### src/rtl/atapi_seq_pkg.sv
package atapi_seq_pkg;
  typedef enum logic [1:0] {
    PH_IDLE = 2'd0,
    PH_PKT  = 2'd1,
    PH_BUSY = 2'd2,
    PH_DIN  = 2'd3
  } phase_t;

  typedef struct packed {
    logic startPkt;
    logic enterDin;
    logic finish;
  } ctl_strobe_t;

  localparam logic [7:0] OP_PACKET = 8'hA0;
  localparam logic [7:0] OP_TUR    = 8'h00;
  localparam logic [7:0] OP_RSENSE = 8'h03;
  localparam logic [3:0] KEY_UATTN = 4'h6;
  localparam logic [7:0] ASC_MEDCH = 8'h28;
endpackage

### src/rtl/atapi_seq_dp.sv
module atapi_seq_dp
  import atapi_seq_pkg::*;
#(
  parameter int PKT_BYTES   = 12,
  parameter int SENSE_BYTES = 18,
  parameter int DEV_POS     = 1
) (
  input  logic        clk,
  input  logic        rstN,
  input  logic [3:0]  regAddr,
  input  logic        busWrEn,
  input  logic        busRdEn,
  input  logic [15:0] busWrData,
  output logic [15:0] busRdData,
  input  phase_t      phase,
  input  logic        errFlag,
  input  logic [3:0]  senseKey,
  input  logic [7:0]  asc,
  input  ctl_strobe_t strobe,
  output logic        cmdWr,
  output logic [7:0]  cmdVal,
  output logic        statusRd,
  output logic        pktLast,
  output logic        dinLast,
  output logic [7:0]  opcode
);
  localparam int PKT_WORDS   = PKT_BYTES / 2;
  localparam int SENSE_WORDS = SENSE_BYTES / 2;
  localparam int PCW = $clog2(PKT_WORDS);
  localparam int SCW = $clog2(SENSE_WORDS);
  localparam logic [PCW-1:0] PKT_LAST   = PCW'(PKT_WORDS - 1);
  localparam logic [SCW-1:0] SENSE_LAST = SCW'(SENSE_WORDS - 1);

  logic [7:0] featReg, reasonReg, secNumReg, cylLo, cylHi, devSel;
  logic [PCW-1:0] pktCnt;
  logic [SCW-1:0] dinCnt;
  logic sel, dataWr, dataRd;
  logic [7:0] statusVal;

  assign sel    = (devSel[4] == 1'(DEV_POS));
  assign cmdWr  = sel && busWrEn && (regAddr == 4'd7);
  assign cmdVal = busWrData[7:0];
  assign statusRd = sel && busRdEn && (regAddr == 4'd7);
  assign dataWr = sel && busWrEn && (regAddr == 4'd0) && (phase == PH_PKT);
  assign dataRd = sel && busRdEn && (regAddr == 4'd0) && (phase == PH_DIN);
  assign pktLast = dataWr && (pktCnt == PKT_LAST);
  assign dinLast = dataRd && (dinCnt == SENSE_LAST);

  function automatic logic [7:0] senseByte(input int idx, input logic [3:0] k,
                                           input logic [7:0] a);
    if (idx == 0)       return 8'h70;
    else if (idx == 2)  return {4'h0, k};
    else if (idx == 12) return a;
    else                return 8'h00;
  endfunction

  always_comb begin
    unique case (phase)
      PH_IDLE: statusVal = errFlag ? 8'h41 : 8'h50;
      PH_PKT:  statusVal = 8'h58;
      PH_BUSY: statusVal = 8'h80;
      default: statusVal = 8'h48;
    endcase
  end

  always_comb begin
    busRdData = 16'h0000;
    if (sel) begin
      unique case (regAddr)
        4'd0: if (phase == PH_DIN)
                busRdData = {senseByte(2*int'(dinCnt)+1, senseKey, asc),
                             senseByte(2*int'(dinCnt), senseKey, asc)};
        4'd1: busRdData = {8'h00, errFlag ? {senseKey, 4'h0} : 8'h00};
        4'd2: busRdData = {8'h00, reasonReg};
        4'd3: busRdData = {8'h00, secNumReg};
        4'd4: busRdData = {8'h00, cylLo};
        4'd5: busRdData = {8'h00, cylHi};
        4'd6: busRdData = {8'h00, devSel};
        4'd7, 4'd14: busRdData = {8'h00, statusVal};
        default: busRdData = 16'h0000;
      endcase
    end
  end

  always_ff @(posedge clk) begin
    if (!rstN) begin
      featReg <= '0; reasonReg <= '0; secNumReg <= '0;
      cylLo <= '0; cylHi <= '0; devSel <= '0;
      pktCnt <= '0; dinCnt <= '0; opcode <= '0;
    end else begin
      if (busWrEn && regAddr == 4'd6) devSel <= busWrData[7:0];
      if (sel && busWrEn && phase == PH_IDLE) begin
        unique case (regAddr)
          4'd1: featReg   <= busWrData[7:0];
          4'd2: reasonReg <= busWrData[7:0];
          4'd3: secNumReg <= busWrData[7:0];
          4'd4: cylLo     <= busWrData[7:0];
          4'd5: cylHi     <= busWrData[7:0];
          default: ;
        endcase
      end
      if (dataWr) begin
        pktCnt <= pktCnt + 1'b1;
        if (pktCnt == '0) opcode <= busWrData[7:0];
      end
      if (dataRd) dinCnt <= dinCnt + 1'b1;
      if (strobe.startPkt) begin
        pktCnt <= '0;
        reasonReg <= 8'h01;
      end
      if (strobe.enterDin) begin
        dinCnt <= '0;
        reasonReg <= 8'h02;
        cylLo <= SENSE_BYTES[7:0];
        cylHi <= 8'(SENSE_BYTES >> 8);
      end
      if (strobe.finish) reasonReg <= 8'h03;
    end
  end


  pkt_reason_chk: assert property (@(posedge clk) disable iff (!rstN)
    (phase == PH_PKT) |-> (reasonReg == 8'h01));

  din_reason_chk: assert property (@(posedge clk) disable iff (!rstN)
    (phase == PH_DIN) |-> (reasonReg == 8'h02 && cylLo == SENSE_BYTES[7:0]));

  unsel_quiet_chk: assert property (@(posedge clk) disable iff (!rstN)
    (!sel) |-> (busRdData == 16'h0000 && !statusRd));
endmodule

### src/rtl/atapi_seq_ctl.sv
module atapi_seq_ctl
  import atapi_seq_pkg::*;
(
  input  logic        clk,
  input  logic        rstN,
  input  logic        cmdWr,
  input  logic [7:0]  cmdVal,
  input  logic        statusRd,
  input  logic        pktLast,
  input  logic        dinLast,
  input  logic [7:0]  opcode,
  input  logic        mediaChange,
  input  logic        beDone,
  input  logic        beFail,
  input  logic [3:0]  beSenseKey,
  input  logic [7:0]  beAsc,
  output phase_t      phase,
  output logic        errFlag,
  output logic [3:0]  senseKey,
  output logic [7:0]  asc,
  output logic        irqPend,
  output ctl_strobe_t strobe
);
  logic uaPend;
  logic turDone;

  assign turDone = (phase == PH_PKT) && pktLast && (opcode == OP_TUR);

  always_comb begin
    strobe.startPkt = (phase == PH_IDLE) && cmdWr && (cmdVal == OP_PACKET);
    strobe.enterDin = (phase == PH_PKT) && pktLast && (opcode == OP_RSENSE);
    strobe.finish   = turDone || ((phase == PH_BUSY) && beDone)
                   || ((phase == PH_DIN) && dinLast);
  end

  always_ff @(posedge clk) begin
    if (!rstN) begin
      phase <= PH_IDLE; errFlag <= 1'b0; uaPend <= 1'b0;
      senseKey <= '0; asc <= '0; irqPend <= 1'b0;
    end else begin
      if (statusRd) irqPend <= 1'b0;
      unique case (phase)
        PH_IDLE: if (strobe.startPkt) phase <= PH_PKT;
        PH_PKT: if (pktLast) begin
          if (opcode == OP_TUR) begin
            phase <= PH_IDLE;
            irqPend <= 1'b1;
            if (uaPend) errFlag <= 1'b1;
          end else if (opcode == OP_RSENSE) begin
            phase <= PH_DIN;
            irqPend <= 1'b1;
          end else begin
            phase <= PH_BUSY;
          end
        end
        PH_BUSY: if (beDone) begin
          phase <= PH_IDLE;
          irqPend <= 1'b1;
          if (beFail) begin
            errFlag <= 1'b1;
            uaPend <= 1'b0;
            senseKey <= beSenseKey;
            asc <= beAsc;
          end
        end
        default: if (dinLast) begin
          phase <= PH_IDLE;
          irqPend <= 1'b1;
          errFlag <= 1'b0;
          uaPend <= 1'b0;
          senseKey <= '0;
          asc <= '0;
        end
      endcase
      if (mediaChange) begin
        uaPend <= 1'b1;
        senseKey <= KEY_UATTN;
        asc <= ASC_MEDCH;
        irqPend <= 1'b1;
      end
    end
  end


  pkt_enter_chk: assert property (@(posedge clk) disable iff (!rstN)
    (phase == PH_IDLE && cmdWr && cmdVal == OP_PACKET) |=> (phase == PH_PKT));

  ua_latch_chk: assert property (@(posedge clk) disable iff (!rstN)
    mediaChange |=> (uaPend && irqPend && senseKey == KEY_UATTN));

  tur_fail_chk: assert property (@(posedge clk) disable iff (!rstN)
    (turDone && uaPend) |=> (errFlag && irqPend && phase == PH_IDLE));

  sense_clear_chk: assert property (@(posedge clk) disable iff (!rstN)
    (phase == PH_DIN && dinLast && !mediaChange) |=> (!errFlag && !uaPend && irqPend));

  be_fail_chk: assert property (@(posedge clk) disable iff (!rstN)
    (phase == PH_BUSY && beDone && beFail) |=> errFlag);

  irq_clear_chk: assert property (@(posedge clk) disable iff (!rstN)
    (statusRd && !mediaChange && !strobe.finish && !strobe.enterDin) |=> !irqPend);
endmodule

### src/rtl/atapi_pkt_seq.sv
module atapi_pkt_seq
  import atapi_seq_pkg::*;
#(
  parameter int PKT_BYTES   = 12,
  parameter int SENSE_BYTES = 18,
  parameter int DEV_POS     = 1
) (
  input  logic        clk,
  input  logic        rstN,
  input  logic [3:0]  regAddr,
  input  logic        busWrEn,
  input  logic        busRdEn,
  input  logic [15:0] busWrData,
  output logic [15:0] busRdData,
  output logic        intrq,
  input  logic        mediaChange,
  output logic        beReq,
  output logic [7:0]  beOpcode,
  input  logic        beDone,
  input  logic        beFail,
  input  logic [3:0]  beSenseKey,
  input  logic [7:0]  beAsc
);
  phase_t      phase;
  ctl_strobe_t strobe;
  logic        errFlag, irqPend, cmdWr, statusRd, pktLast, dinLast;
  logic [3:0]  senseKey;
  logic [7:0]  asc, cmdVal, opcode;

  atapi_seq_dp #(.PKT_BYTES(PKT_BYTES), .SENSE_BYTES(SENSE_BYTES), .DEV_POS(DEV_POS)) uDp (
    .clk(clk), .rstN(rstN), .regAddr(regAddr), .busWrEn(busWrEn), .busRdEn(busRdEn),
    .busWrData(busWrData), .busRdData(busRdData), .phase(phase), .errFlag(errFlag),
    .senseKey(senseKey), .asc(asc), .strobe(strobe), .cmdWr(cmdWr), .cmdVal(cmdVal),
    .statusRd(statusRd), .pktLast(pktLast), .dinLast(dinLast), .opcode(opcode));

  atapi_seq_ctl uCtl (
    .clk(clk), .rstN(rstN), .cmdWr(cmdWr), .cmdVal(cmdVal), .statusRd(statusRd),
    .pktLast(pktLast), .dinLast(dinLast), .opcode(opcode), .mediaChange(mediaChange),
    .beDone(beDone), .beFail(beFail), .beSenseKey(beSenseKey), .beAsc(beAsc),
    .phase(phase), .errFlag(errFlag), .senseKey(senseKey), .asc(asc),
    .irqPend(irqPend), .strobe(strobe));

  assign intrq    = irqPend;
  assign beReq    = (phase == PH_BUSY);
  assign beOpcode = opcode;


  be_hold_chk: assert property (@(posedge clk) disable iff (!rstN)
    (beReq && !beDone) |=> (beReq && $stable(beOpcode)));
endmodule

### config.mk
export PLATFORM = sky130hd
export DESIGN_NAME = atapi_pkt_seq
export DESIGN_NICKNAME = d
export VERILOG_FILES = /design/src/rtl/atapi_seq_pkg.sv /design/src/rtl/atapi_seq_dp.sv /design/src/rtl/atapi_seq_ctl.sv /design/src/rtl/atapi_pkt_seq.sv
export SDC_FILE = /design/constraint.sdc
export NUM_CORES = 1
export LEC_CHECK = 0
export ABC_CLOCK_PERIOD_IN_PS = 8200
export BUFFER_PORTS_ARGS = -buffer_cell sky130_fd_sc_hd__buf_4
export CAP_MARGIN = 20
export CORE_MARGIN = 10
export CORE_UTILIZATION = 45
export DETAILED_ROUTE_END_ITERATION = 7
export PLACE_DENSITY = 0.74
export SLEW_MARGIN = 10
export SYNTH_ARGS = -nofsm -noshare
export SYNTH_HDL_FRONTEND = slang
export SYNTH_HIERARCHICAL = 1
export SYNTH_SLANG_ARGS = --single-unit
### constraint.sdc
create_clock -name clk -period 8.2 [get_ports clk]
set_clock_uncertainty 0.1 [all_clocks]
set_input_delay 1.64 -clock clk [delete_from_list [all_inputs] [get_ports clk]]
set_output_delay 1.64 -clock clk [all_outputs]
set_load 0.005 [all_outputs]
Yosys cells after proc, flatten, opt, wreduce, memory -nomap -nowiden
Index checks and enable logic that the tools add are counted.
{"block": "totals", "elab_cells": 160, "register_bits": 72, "output_inout_bits": 26, "input_bits": 39}
{"block": "classes", "eq_ne": 28, "addsub": 3, "n_reduce_logical": 52, "muxes": 56, "bitwise": 3}
{"op": "16-bit one-hot mux with 8 select lines", "count": 1}
{"op": "8-bit two-way mux", "count": 10}
{"op": "32-bit zero test", "count": 2}
{"op": "32-bit by 3-bit == test with 1-bit output (second input constant)", "count": 1}
{"op": "32-bit by 5-bit == test with 1-bit output (second input constant)", "count": 1}
{"op": "16-bit two-way mux", "count": 2}
{"op": "8-bit one-hot mux with 3 select lines", "count": 1}
{"op": "2-bit two-way mux", "count": 10}
{"op": "5-bit two-way mux", "count": 4}
{"op": "1-bit logical AND", "count": 19}
{"op": "1-bit two-way mux", "count": 17}
{"op": "4-bit by 3-bit == test with 1-bit output (second input constant)", "count": 4}
{"op": "8-bit one-hot mux with 2 select lines", "count": 1}
{"op": "2-bit AND reduction", "count": 7}
{"op": "4-bit by 2-bit == test with 1-bit output (second input constant)", "count": 3}
{"op": "4-bit == test (second input constant)", "count": 3}
{"op": "4-bit two-way mux", "count": 3}
{"op": "4-bit AND reduction", "count": 3}
{"op": "4-bit nonzero test", "count": 3}
{"op": "2-bit by 1-bit inequality test with 1-bit output (second input constant)", "count": 5}
{"op": "2-bit OR reduction", "count": 5}
{"op": "8-bit by 2-bit == test with 1-bit output (second input constant)", "count": 1}
{"op": "8-bit == test (second input constant)", "count": 1}
{"op": "8-bit zero test", "count": 1}
{"op": "24 further kinds", "count": 34}

Logic depth before layout (Yosys ltp)
Gate-level depths: netlist of the first run.
{"block": "logic_depth", "word_depth": 10, "ltp_mapped": 10, "mapped_depth_nobuf": 10}

Modules after synthesis
The synthesis of the first run kept the hierarchy.
{"mod": "atapi_seq_dp", "cells_each": 356, "instances": 1, "area_each_um2": 3106.7, "seq_area_each_um2": 1101.1}
{"mod": "atapi_seq_ctl", "cells_each": 108, "instances": 1, "area_each_um2": 975.9, "seq_area_each_um2": 340.3}
{"mod": "atapi_pkt_seq", "cells_each": 1, "instances": 1, "area_each_um2": 13.8, "seq_area_each_um2": 0.0}

Worst setup path before layout of the first run
Ideal clock, no wire load.
{"block": "synth_path", "path_kind": "input -> output", "from": "input port regAddr[2]", "to": "output port busRdData[0]", "path_stages": 6, "path_buffers": 2, "arrival_ns": 2.893, "required_ns": 6.460, "slack_ns": 3.567, "cell_sequence": "buf_6 > or2_1 > buf_6 > nor3_4 > or3b_4 > o22ai_1"}
{"block": "synth_between", "elab_chain_len": 4, "word_cells_on_any_way": 12, "classes_between": "eq/ne (8); mux (2); reduce/logical (2)"}
{"element": "from (decl)", "line": "atapi_pkt_seq.sv:10", "source": "input logic [3:0] regAddr,"}
{"element": "4-bit == test or 4-bit by 3-bit == test with 1-bit output (tied branches)", "line": "atapi_seq_dp.sv:69", "source": "unique case (regAddr)"}
{"element": "2-bit OR reduction", "line": "atapi_seq_dp.sv:69"}
{"element": "16-bit one-hot mux with 8 select lines *", "line": "atapi_seq_dp.sv:69"}
{"element": "16-bit two-way mux *", "line": "atapi_seq_dp.sv:68", "source": "if (sel) begin"}
{"element": "to (decl)", "line": "atapi_pkt_seq.sv:14", "source": "output logic [15:0] busRdData,"}
Mark *: on every way between the ends. The rest lies on a longest branch, timed or not.

Final worst setup path of the first run
{"block": "layout_path", "from": "input port regAddr[0]", "to": "output port busRdData[3]"}
The elaborated chain is that of the path after synthesis.

==> results of run 1 <==
## synth_stat cells (2+ instances only)
master | instances | share of area (%)
dfxtp_1 | 72 | 35
mux2i_1 | 53 | 13
nor2_1 | 50 | 4.6
nand2_1 | 40 | 3.7
nor2b_1 | 23 | 3.5
buf_4 | 16 | 2.9
nand3_1 | 15 | 1.8
a21oi_1 | 14 | 1.7
clkbuf_1 | 14 | 1.3
inv_1 | 12 | 1.1
ha_1 | 11 | 3.4
o21ai_0 | 10 | 1.2
and2_1 | 9 | 1.4
nand2b_1 | 8 | 1.2
nor3_1 | 7 | 0.86
a22oi_1 | 6 | 1.1
a31oi_1 | 6 | 0.92
and3_1 | 6 | 0.92
buf_2 | 6 | 0.73
o311a_1 | 6 | 1.5
nand3_2 | 5 | 1.2
buf_6 | 4 | 1.1
xnor2_1 | 4 | 0.86
a21o_1 | 3 | 0.55
a221oi_1 | 3 | 0.64
buf_1 | 3 | 0.27
mux2_2 | 3 | 0.82
nand3b_1 | 3 | 0.55
o211ai_1 | 3 | 0.55
o2bb2ai_1 | 3 | 0.64
a211oi_1 | 2 | 0.37
and2b_1 | 2 | 0.37
nand4b_1 | 2 | 0.43
nor4_1 | 2 | 0.31
nor4b_1 | 2 | 0.43
nor4b_2 | 2 | 0.73
nor4bb_1 | 2 | 0.49
o21a_1 | 2 | 0.37
o221ai_1 | 2 | 0.43
o22ai_1 | 2 | 0.31
or3_1 | 2 | 0.31
xor2_1 | 2 | 0.43
## through the flow
step / cell area (µm²) / hold slack [ns] / util, % / cells
floorplan: 4120 / 0.352 / - / 472
global placement: 4360 / 0.363 / 49.5 / 585
detailed placement: 4360 / 0.384 / 49.5 / 585
CTS: 4580 / 0.396 / 52.0 / 601
global route: 4580 / 0.427 / 52.0 / 601
finish: 4580 / 0.398 / 52.0 / 601
## layer usage
| metal | part of all wire, % | up-vias | track usage (%) |
|---|---|---|---|
| met5 | 0 | - | 0 |
| met4 | 2.8 | 0 | 7.85 |
| met3 | 8.0 | 26 | 4.19 |
| met2 | 45 | 133 | 24.3 |
| met1 | 44 | 1650 | 19.6 |
| li1 | - | 1657 | - |
## final cells by class
class	instances	area, µm²
Sequential cell	72	1440
Fill cell	805	4230
Multi-Input combinational cell	345	2380
Clock buffer	10	128
Clock inverter	6	91.3
Tap cell	108	135
Inverter	12	45.0
Timing Repair Buffer	48	360
## report_power, final
group	internal (mW)	switching, mW	total [mW]	leakage (nW)
clock network	0.174	0.141	0.314	0.111
logic	0.0193	0.0293	0.0486	1.26
registers	0.352	0.00194	0.354	0.582
## state kept, by name, summed over array words and instances (netlist names)
signal / flops
uDp/opcode: 8
uDp/pktCnt: 3
uDp/cylLo: 8
uDp/dinCnt: 4
uDp/secNumReg: 8
uCtl/phase: 2
uDp/cylHi: 8
uCtl/asc: 8
uDp/reasonReg: 8
uCtl/senseKey: 4
uCtl/irqPend: 1
uDp/devSel: 8
uCtl/uaPend: 1
uCtl/errFlag: 1
## logic make-up after synthesis
| kind of cell | Yosys count |
|---|---|
| compound gates | 73 |
| fa+ha+maj | 11 |
| mux | 56 |
| flops | 72 |
| other cells | 1 |
| xor+xnor | 6 |
| buf+inv | 55 |
| simple gates | 191 |
## final timing paths
check	end	slack, ns	cells after the start
min reg2reg	uDp/pktCnt[1]	0.40	2
max	busRdData[3]	3.07	6
min	uDp/pktCnt[1]	0.40	2
max reg2reg	uCtl/uaPend	4.83	7
## critical path, stage by stage
cell       delay [ns]
buf_4            0.25
and2b_1          0.32
and3_1           0.21
a2111oi_0        0.59
o22ai_1          0.19
buf_4            0.18
==> results_dict.tcl, run 1 <==
set metrics [dict create \
    seq_area_frac_synth_pct 35.2 \
    ant_nets 0 \
    ys_seq_elements 72 \
    final_cell_mix "dfxtp_1 (72), mux2i_1 (53), nor2_1 (50)" \
    rows 34 \
    ys.flop_type "dfxtp_1" \
    power_uw 717 \
    num_vias 3466 \
    numPortBuffers 48 \
    grt_pass1_wl_mm 16.7 \
    synth_edf_count 0 \
    max_freq_mhz 195 \
    syn_area_um2 4100 \
    synth_top_family_by_area "simple AND/OR/NAND/NOR gates" \
    drive_above_1_share_pct 16.4 \
    die_w_um 115 \
    via_per_inst 5.77 \
    cts_buffers 9 \
    grt_overflow 0 \
    synth_compound_area_share_pct 13.0 \
    muxShareOfSynthArea_pct 13.8 \
    postCtsSetupBuffers 0 \
    dpl.hpwl_mm 7.55 \
    final_nets 538 \
    dr.pass1.iters 8 \
    outcome "complete, no violations" \
    cts-resized-gates 0 \
    synth-xor-area-share_pct 1.28 \
    insertedDiodeCount 0 \
    p_per_area_nw_per_um2 157 \
    cts_tree "built" \
    wl_mm 10.5 \
    critPathLaunchType "input port" \
    start_util_pct 46.5 \
    reg2reg_from "uCtl/phase[1]" \
    rsz0062_at_grt "no" \
    drc 0 \
    grt_max_degree 54 \
    crit_required_ns 6.46 \
    cp-startpoint "regAddr[0]" \
    dieHeight_um 115 \
    grt_pass1_vias 3261 \
    min_period_over_period_pct 62.6 \
    synth_cells 465 \
    cp-end-kind "primary output" \
    hp-class "reg -> reg" \
    clock_path_buffers 2 \
    worst_ep_arrival_time_ns 3.39 \
    slew_headroom_pct 38.1 \
    fin_crit_ns 5.13 \
    final.setup.tns_ns 0 \
    clock-sinks 72 \
    synth-async-reset-ratio_pct 0 \
    finalMaxSlewViolations 0 \
    ys_types 65 \
    syn_area_per_cell_um2 8.81 \
    drtIter0Drc 271 \
    crit_type "in -> out" \
    root_buffer "clkbuf_8" \
    cts-hold-fix-buffers 0 \
    wl_per_cell_um 17.4 \
    place_ws_ns 3.10 \
    syn_to_final_growth_pct 11.8 \
    setup_viol 0 \
    top_level_ports 65 \
    path_max_fanout 22 \
    synthSimpleGateAreaFrac_pct 25.9 \
    peakVddDrop_v 0.0000773 \
    hold_start "uDp/pktCnt[1]" \
    fin_ws_ns 3.07 \
    drv_cap 0 \
    clk_latency_ns 0.36 \
    antenna_found_initial 0 \
    tightest_slew_ns 0.916 \
    yosys_warnings 6 \
    htree_levels 3 \
    hold_viol 0 \
    clkTransAtPathRegs_ns 0.07 \
    place_congestion 0.875 \
    core_area_um2 8810 \
    synth_adder_area_share_pct 3.36 \
    final_common_cell "dfxtp_1" \
    grt_usage_pct 15.6 \
    p_leak_nw 1.95 \
    fp.dieArea_um2 13300 \
]
Power figures use the tool's default switching activity.
==> inputs of run 2 (changes only) <==
--- a/config.mk
+++ b/config.mk
@@ -5,7 +5,7 @@
 export SDC_FILE = /design/constraint.sdc
 export NUM_CORES = 1
 export LEC_CHECK = 0
-export ABC_CLOCK_PERIOD_IN_PS = 8200
+export ABC_CLOCK_PERIOD_IN_PS = 4900
 export BUFFER_PORTS_ARGS = -buffer_cell sky130_fd_sc_hd__buf_4
 export CAP_MARGIN = 20
 export CORE_MARGIN = 10
==> constraint.sdc (replaced) <==
create_clock -name clk -period 4.9 [get_ports clk]
set_clock_uncertainty 0.1 [all_clocks]
set_input_delay 0.98 -clock clk [delete_from_list [all_inputs] [get_ports clk]]
set_output_delay 0.98 -clock clk [all_outputs]
set_load 0.005 [all_outputs]
==> run 2 against run 1 <==
  * Combinational power rose by 67%
  * Register-to-register slack got worse by 3.2 ns
  * Sequential power rose by 68%
  * Flip-flop and latch count did not move
  * Critical path type unchanged
  * Sequential share of layout area rose by 0.26 points
  * Global-route usage fell by 0.095 points
  * Die area did not move
  * First-iteration DRC count fell by 8.9%
  * Utilization fell by 0.43 points
  * Critical path depth did not move
==> results_dict.tcl, run 2 (synthesis results as in run 1) <==
set metrics [dict create \
    outcome "complete, no violations" \
    cts_buffers 9 \
    syn_to_final_growth_pct 10.8 \
    crit_path_max_incr_delay_ns 0.53 \
    fp.dieArea_um2 13300 \
    clkTransAtPathRegs_ns 0.07 \
    cp-end-kind "primary output" \
    wl_per_cell_um 17.4 \
    r2r_cells 7 \
    p_per_area_nw_per_um2 241 \
    n_fill_cell 842 \
    grt_pass1_vias 3208 \
    core_area_um2 8810 \
    num_vias 3407 \
    antenna_found_initial 0 \
    crit_top_cell "buf_4" \
    grt_overflow 0 \
    hold_depth 2 \
    place_congestion 0.858 \
    htree_levels 3 \
    drtIter0Drc 247 \
    hold_slack_ns 0.390 \
    critPathSlowestCell "a2111oi_0" \
    cts-resized-gates 0 \
    cp_top_family "compound AO/OA/AOI/OAI gates" \
    grt_max_degree 54 \
    via_per_inst 5.67 \
    tightest_slew_ns 0.924 \
    min_period_over_period_pct 77.1 \
    timing.hold.worst_endpoint "uDp/pktCnt[1]" \
    setup_viol 0 \
    max_freq_mhz 265 \
    worst_ep_arrival_time_ns 2.70 \
    drv_cap 0 \
    peakVddDrop_v 0.000141 \
    hp-class "reg -> reg" \
    numPortBuffers 48 \
    drive_above_1_share_pct 16.2 \
    fin_ws_ns 1.12 \
    root_buffer "clkbuf_8" \
    cts-hold-fix-buffers 0 \
    ant_nets 0 \
    clock-sinks 72 \
    p_leak_nw 1.93 \
    cts_tree "built" \
    insertedDiodeCount 0 \
    path_cells "buf_4 -> and2b_1 -> and3_1 -> a2111oi_0 -> o22ai_1 -> buf_4" \
    rrSetupSlack_ns 1.66 \
    reg2reg_from "uCtl/phase[1]" \
    crit_type "in -> out" \
    dr.pass1.iters 5 \
    grt_pass1_wl_mm 16.7 \
    dpl.hpwl_mm 7.51 \
    postCtsSetupBuffers 0 \
    fin_crit_ns 3.78 \
    dieHeight_um 115 \
    hold_start "uDp/pktCnt[1]" \
    hold_viol 0 \
    die_w_um 115 \
    drc 0 \
    clock_path_buffers 2 \
    final_common_cell "dfxtp_1" \
    path_max_fanout 22 \
    power_mw 1.09 \
    crit_buf_inv 2 \
    finalMaxSlewViolations 0 \
    top_level_ports 65 \
    start_util_pct 46.5 \
    reg2reg_to "uCtl/uaPend" \
    final_nets 539 \
    slew_headroom_pct 37.5 \
    wl_mm 10.4 \
    rsz0062_at_grt "no" \
    critPathLaunchType "input port" \
    final.setup.tns_ns 0 \
    clk_latency_ns 0.34 \
    crit_required_ns 3.82 \
    final_area_um2 4540 \
    postPlaceCellArea_um2 4370 \
    grt_usage_pct 15.5 \
    placedCellCount 586 \
    final_cell_mix "dfxtp_1 (72), mux2i_1 (53), nor2_1 (50)" \
    rows 34 \
    fin_util_pct 51.6 \
    place_ws_ns 1.11 \
    stdcell_count 601 \
]
==> run 2: cell types whose count changed in the layout (fill, tap and decap cells not counted) <==
cell	change
inv_6	-2
clkinvlp_4	+2
clkbuf_1	+1
bufinv_16	-2
clkinv_2	-1
clkinv_4	-1
buf_4	+1
clkbuf_8	+2
==> run 2: worst min-delay path: cells and delay by family, from the launching register on <==
| family | cells | cell delay [ns] |
|---|---|---|
| DFF | 1 | 0.33 |
| AOI/OAI and AO/OA | 1 | 0.06 |
| and+or+nand+nor | 1 | 0.06 |
==> run 2: worst max path at each step <==
stage	start	to	slack, ns	cells after the start
after global placement	regAddr[0]	uCtl/uaPend	1.15	8
final	regAddr[0]	busRdData[3]	1.12	6
after detailed placement	regAddr[0]	uCtl/uaPend	1.11	8
after global routing	regAddr[0]	busRdData[1]	1.03	6
after floorplan	regAddr[2]	busRdData[0]	1.59	6
after CTS	regAddr[0]	busRdData[3]	1.17	6
==> run 2: layout make-up <==
type,instances,area (µm²),share of cell area [%]
inverters,12,45.0,0.992
clock buffers,13,159,3.50
well taps,108,135,2.98
multi-input cells,345,2380,52.4
flip-flops and latches,72,1440,31.7
clock inverters,2,15.0,0.331
repair buffers,49,368,8.10
==> run 2: routing by layer <==
metal | track usage, % | share of wire, %
met5 | 0 | 0
met4 | 5.15 | 1.6
met3 | 4.24 | 9.3
met2 | 24.6 | 45
met1 | 20.0 | 44
==> run 2: power breakdown <==
part / internal (mW) / leakage (nW) / total, mW / switching, mW
combinational: 0.0322 / 1.27 / 0.0814 / 0.0493
clock: 0.209 / 0.0817 / 0.420 / 0.211
sequential: 0.589 / 0.582 / 0.593 / 0.00333
total: 0.831 / 1.93 / 1.09 / 0.263
==> inputs of run 3 (changes only) <==
--- a/config.mk
+++ b/config.mk
@@ -5,13 +5,13 @@
 export SDC_FILE = /design/constraint.sdc
 export NUM_CORES = 1
 export LEC_CHECK = 0
-export ABC_CLOCK_PERIOD_IN_PS = 4900
+export ABC_CLOCK_PERIOD_IN_PS = 3150
 export BUFFER_PORTS_ARGS = -buffer_cell sky130_fd_sc_hd__buf_4
 export CAP_MARGIN = 20
 export CORE_MARGIN = 10
 export CORE_UTILIZATION = 45
 export DETAILED_ROUTE_END_ITERATION = 7
-export PLACE_DENSITY = 0.74
+export PLACE_DENSITY = 0.76
 export SLEW_MARGIN = 10
 export SYNTH_ARGS = -nofsm -noshare
 export SYNTH_HDL_FRONTEND = slang
==> constraint.sdc (replaced) <==
create_clock -name clk -period 3.15 [get_ports clk]
set_clock_uncertainty 0.1 [all_clocks]
set_input_delay 0.63 -clock clk [delete_from_list [all_inputs] [get_ports clk]]
set_output_delay 0.63 -clock clk [all_outputs]
set_load 0.005 [all_outputs]
==> run 3 against run 2 <==
  * Final cell count grew 2.0%
  * Total power grew 78%
  * Register-to-register slack got worse by 1.1 ns
  * Critical endpoint is now busRdData[5]
==> results_dict.tcl, run 3 (synthesis results as in run 1) <==
set metrics [dict create \
    clock-sinks 72 \
    p_int_mw 1.50 \
    outcome "complete, no violations" \
    grt_pass1_wl_mm 16.9 \
    cts-hold-fix-buffers 0 \
    cts_buffers 9 \
    hold_start "uDp/cylHi[4]" \
    combPwrFrac_pct 6.8 \
    critPathLaunchType "input port" \
    grt_pass1_vias 3295 \
    hp-class "reg -> reg" \
    setup_viol 0 \
    sw_frac_of_total_pct 23.2 \
    cts_tree "built" \
    root_buffer "clkbuf_8" \
    peakVddDrop_v 0.000322 \
    ant_nets 0 \
    final.setup.tns_ns 0 \
    final_cell_mix "dfxtp_1 (72), buf_4 (60), mux2i_1 (53)" \
    finalMaxSlewViolations 0 \
    dr.pass1.iters 5 \
    dpl.hpwl_mm 7.83 \
    htree_levels 3 \
    numPortBuffers 48 \
    clkTransAtPathRegs_ns 0.07 \
    crit_required_ns 2.42 \
    grt_max_degree 54 \
    hold_viol 0 \
    insertedDiodeCount 0 \
    r2r_cells 9 \
    grt_usage_pct 15.9 \
    drive_above_1_share_pct 18.6 \
    cts-resized-gates 0 \
    die_w_um 115 \
    rows 34 \
    syn_to_final_growth_pct 15.0 \
    sequentialPowerShare_pct 47.2 \
    hold_slack_ns 0.401 \
    cp-end-kind "primary output" \
    core_area_um2 8810 \
    wl_mm 10.6 \
    fin_crit_ns 2.96 \
    top_level_ports 65 \
    final_area_um2 4710 \
    min_period_over_period_pct 94.1 \
    wl_per_cell_um 17.3 \
    reg2reg_to "uDp/reasonReg[0]" \
    drv_cap 0 \
    postCtsSetupBuffers 0 \
    p_switching_uw 452 \
    dieHeight_um 115 \
    tightest_slew_ns 0.571 \
    place_congestion 0.897 \
    n_fill_cell 790 \
    hold_depth 2 \
    postPlaceCellArea_um2 4470 \
    fp.dieArea_um2 13300 \
    reg2reg_from "uCtl/phase[0]" \
    via_per_inst 5.67 \
    stdcell_count 613 \
    num_vias 3476 \
    antenna_found_initial 0 \
    p_per_area_nw_per_um2 414 \
    worst_ep_arrival_time_ns 2.23 \
    final_nets 551 \
    p_leak_nw 2.03 \
    path_max_fanout 14 \
    start_util_pct 46.5 \
    p_clk_share_pct 46.0 \
    rrSetupSlack_ns 0.56 \
    final_common_cell "dfxtp_1" \
    clock_path_buffers 2 \
    clk_latency_ns 0.35 \
    timing.hold.worst_endpoint "uDp/cylHi[4]" \
    rsz0062_at_grt "no" \
    grt_overflow 0 \
    drc 0 \
    slew_headroom_pct 61.9 \
    placedCellCount 598 \
    drtIter0Drc 248 \
    max_freq_mhz 337 \
    crit_type "in -> out" \
]
==> run 3: changes by cell type in the layout (fill, tap and decap cells not counted), sizes merged <==
| cell | previous run | this run |
|---|---|---|
| buf | 49 | 61 |
| clkbuf | 13 | 9 |
| bufinv | 0 | 3 |
| clkinvlp | 2 | 0 |
| inv | 12 | 14 |
| clkinv | 0 | 1 |
==> run 3: area by class of cell <==
type / instances / area, µm² / area share [%]
multi-input cells: 345 / 2380 / 50.5
flip-flops and latches: 72 / 1440 / 30.6
repair buffers: 61 / 470 / 9.99
well taps: 108 / 135 / 2.87
clock buffers: 9 / 124 / 2.63
clock inverters: 6 / 116 / 2.47
inverters: 12 / 45.0 / 0.956
==> run 3: layer usage <==
layer	wire length [µm]	GRT usage (%)	vias up
met5	0	0	-
met4	97	3.80	0
met3	765	4.65	11
met2	5120	27.0	121
met1	4650	19.3	1658
li1	-	-	1686
==> run 3: worst max path at each step <==
stage / from / end / slack [ns] / cells past startpoint
after CTS: regAddr[2] / busRdData[5] / 0.26 / 7
after floorplan: regAddr[1] / uCtl/asc[0] / 0.26 / 9
after detailed placement: regAddr[1] / uDp/reasonReg[0] / 0.18 / 10
after global routing: regAddr[2] / busRdData[3] / 0.07 / 7
final: regAddr[2] / busRdData[5] / 0.19 / 7
after global placement: regAddr[1] / uDp/reasonReg[0] / 0.24 / 10
==> run 3: metrics by stage <==
step / util [%] / total power [mW] / setup slack (ns)
4_1_cts: 53.5 / 1.96 / 0.261
2_1_floorplan: - / 1.03 / 0.257
6_report: 53.5 / 1.95 / 0.186
3_5_place_dp: 50.8 / 1.07 / 0.179
5_1_grt: 53.5 / 2.01 / 0.0746
3_3_place_gp: 50.8 / 1.07 / 0.238
==> run 3: critical path: stages <==
cell     delay (ns)
buf_4          0.12
buf_4          0.21
nor2b_1        0.33
a22oi_1        0.15
o32a_1         0.35
a31oi_1        0.27
buf_4          0.16
==> run 3: power groups by stage <==
| stage | combinational [mW] | clock [mW] | sequential (mW) |
|---|---|---|---|
| floorplan | 0.0850 | 0 | 0.941 |
| global placement | 0.128 | 0 | 0.943 |
| detailed placement | 0.130 | 0 | 0.943 |
| CTS | 0.131 | 0.908 | 0.922 |
| global route | 0.143 | 0.948 | 0.923 |
| finish | 0.132 | 0.898 | 0.922 |
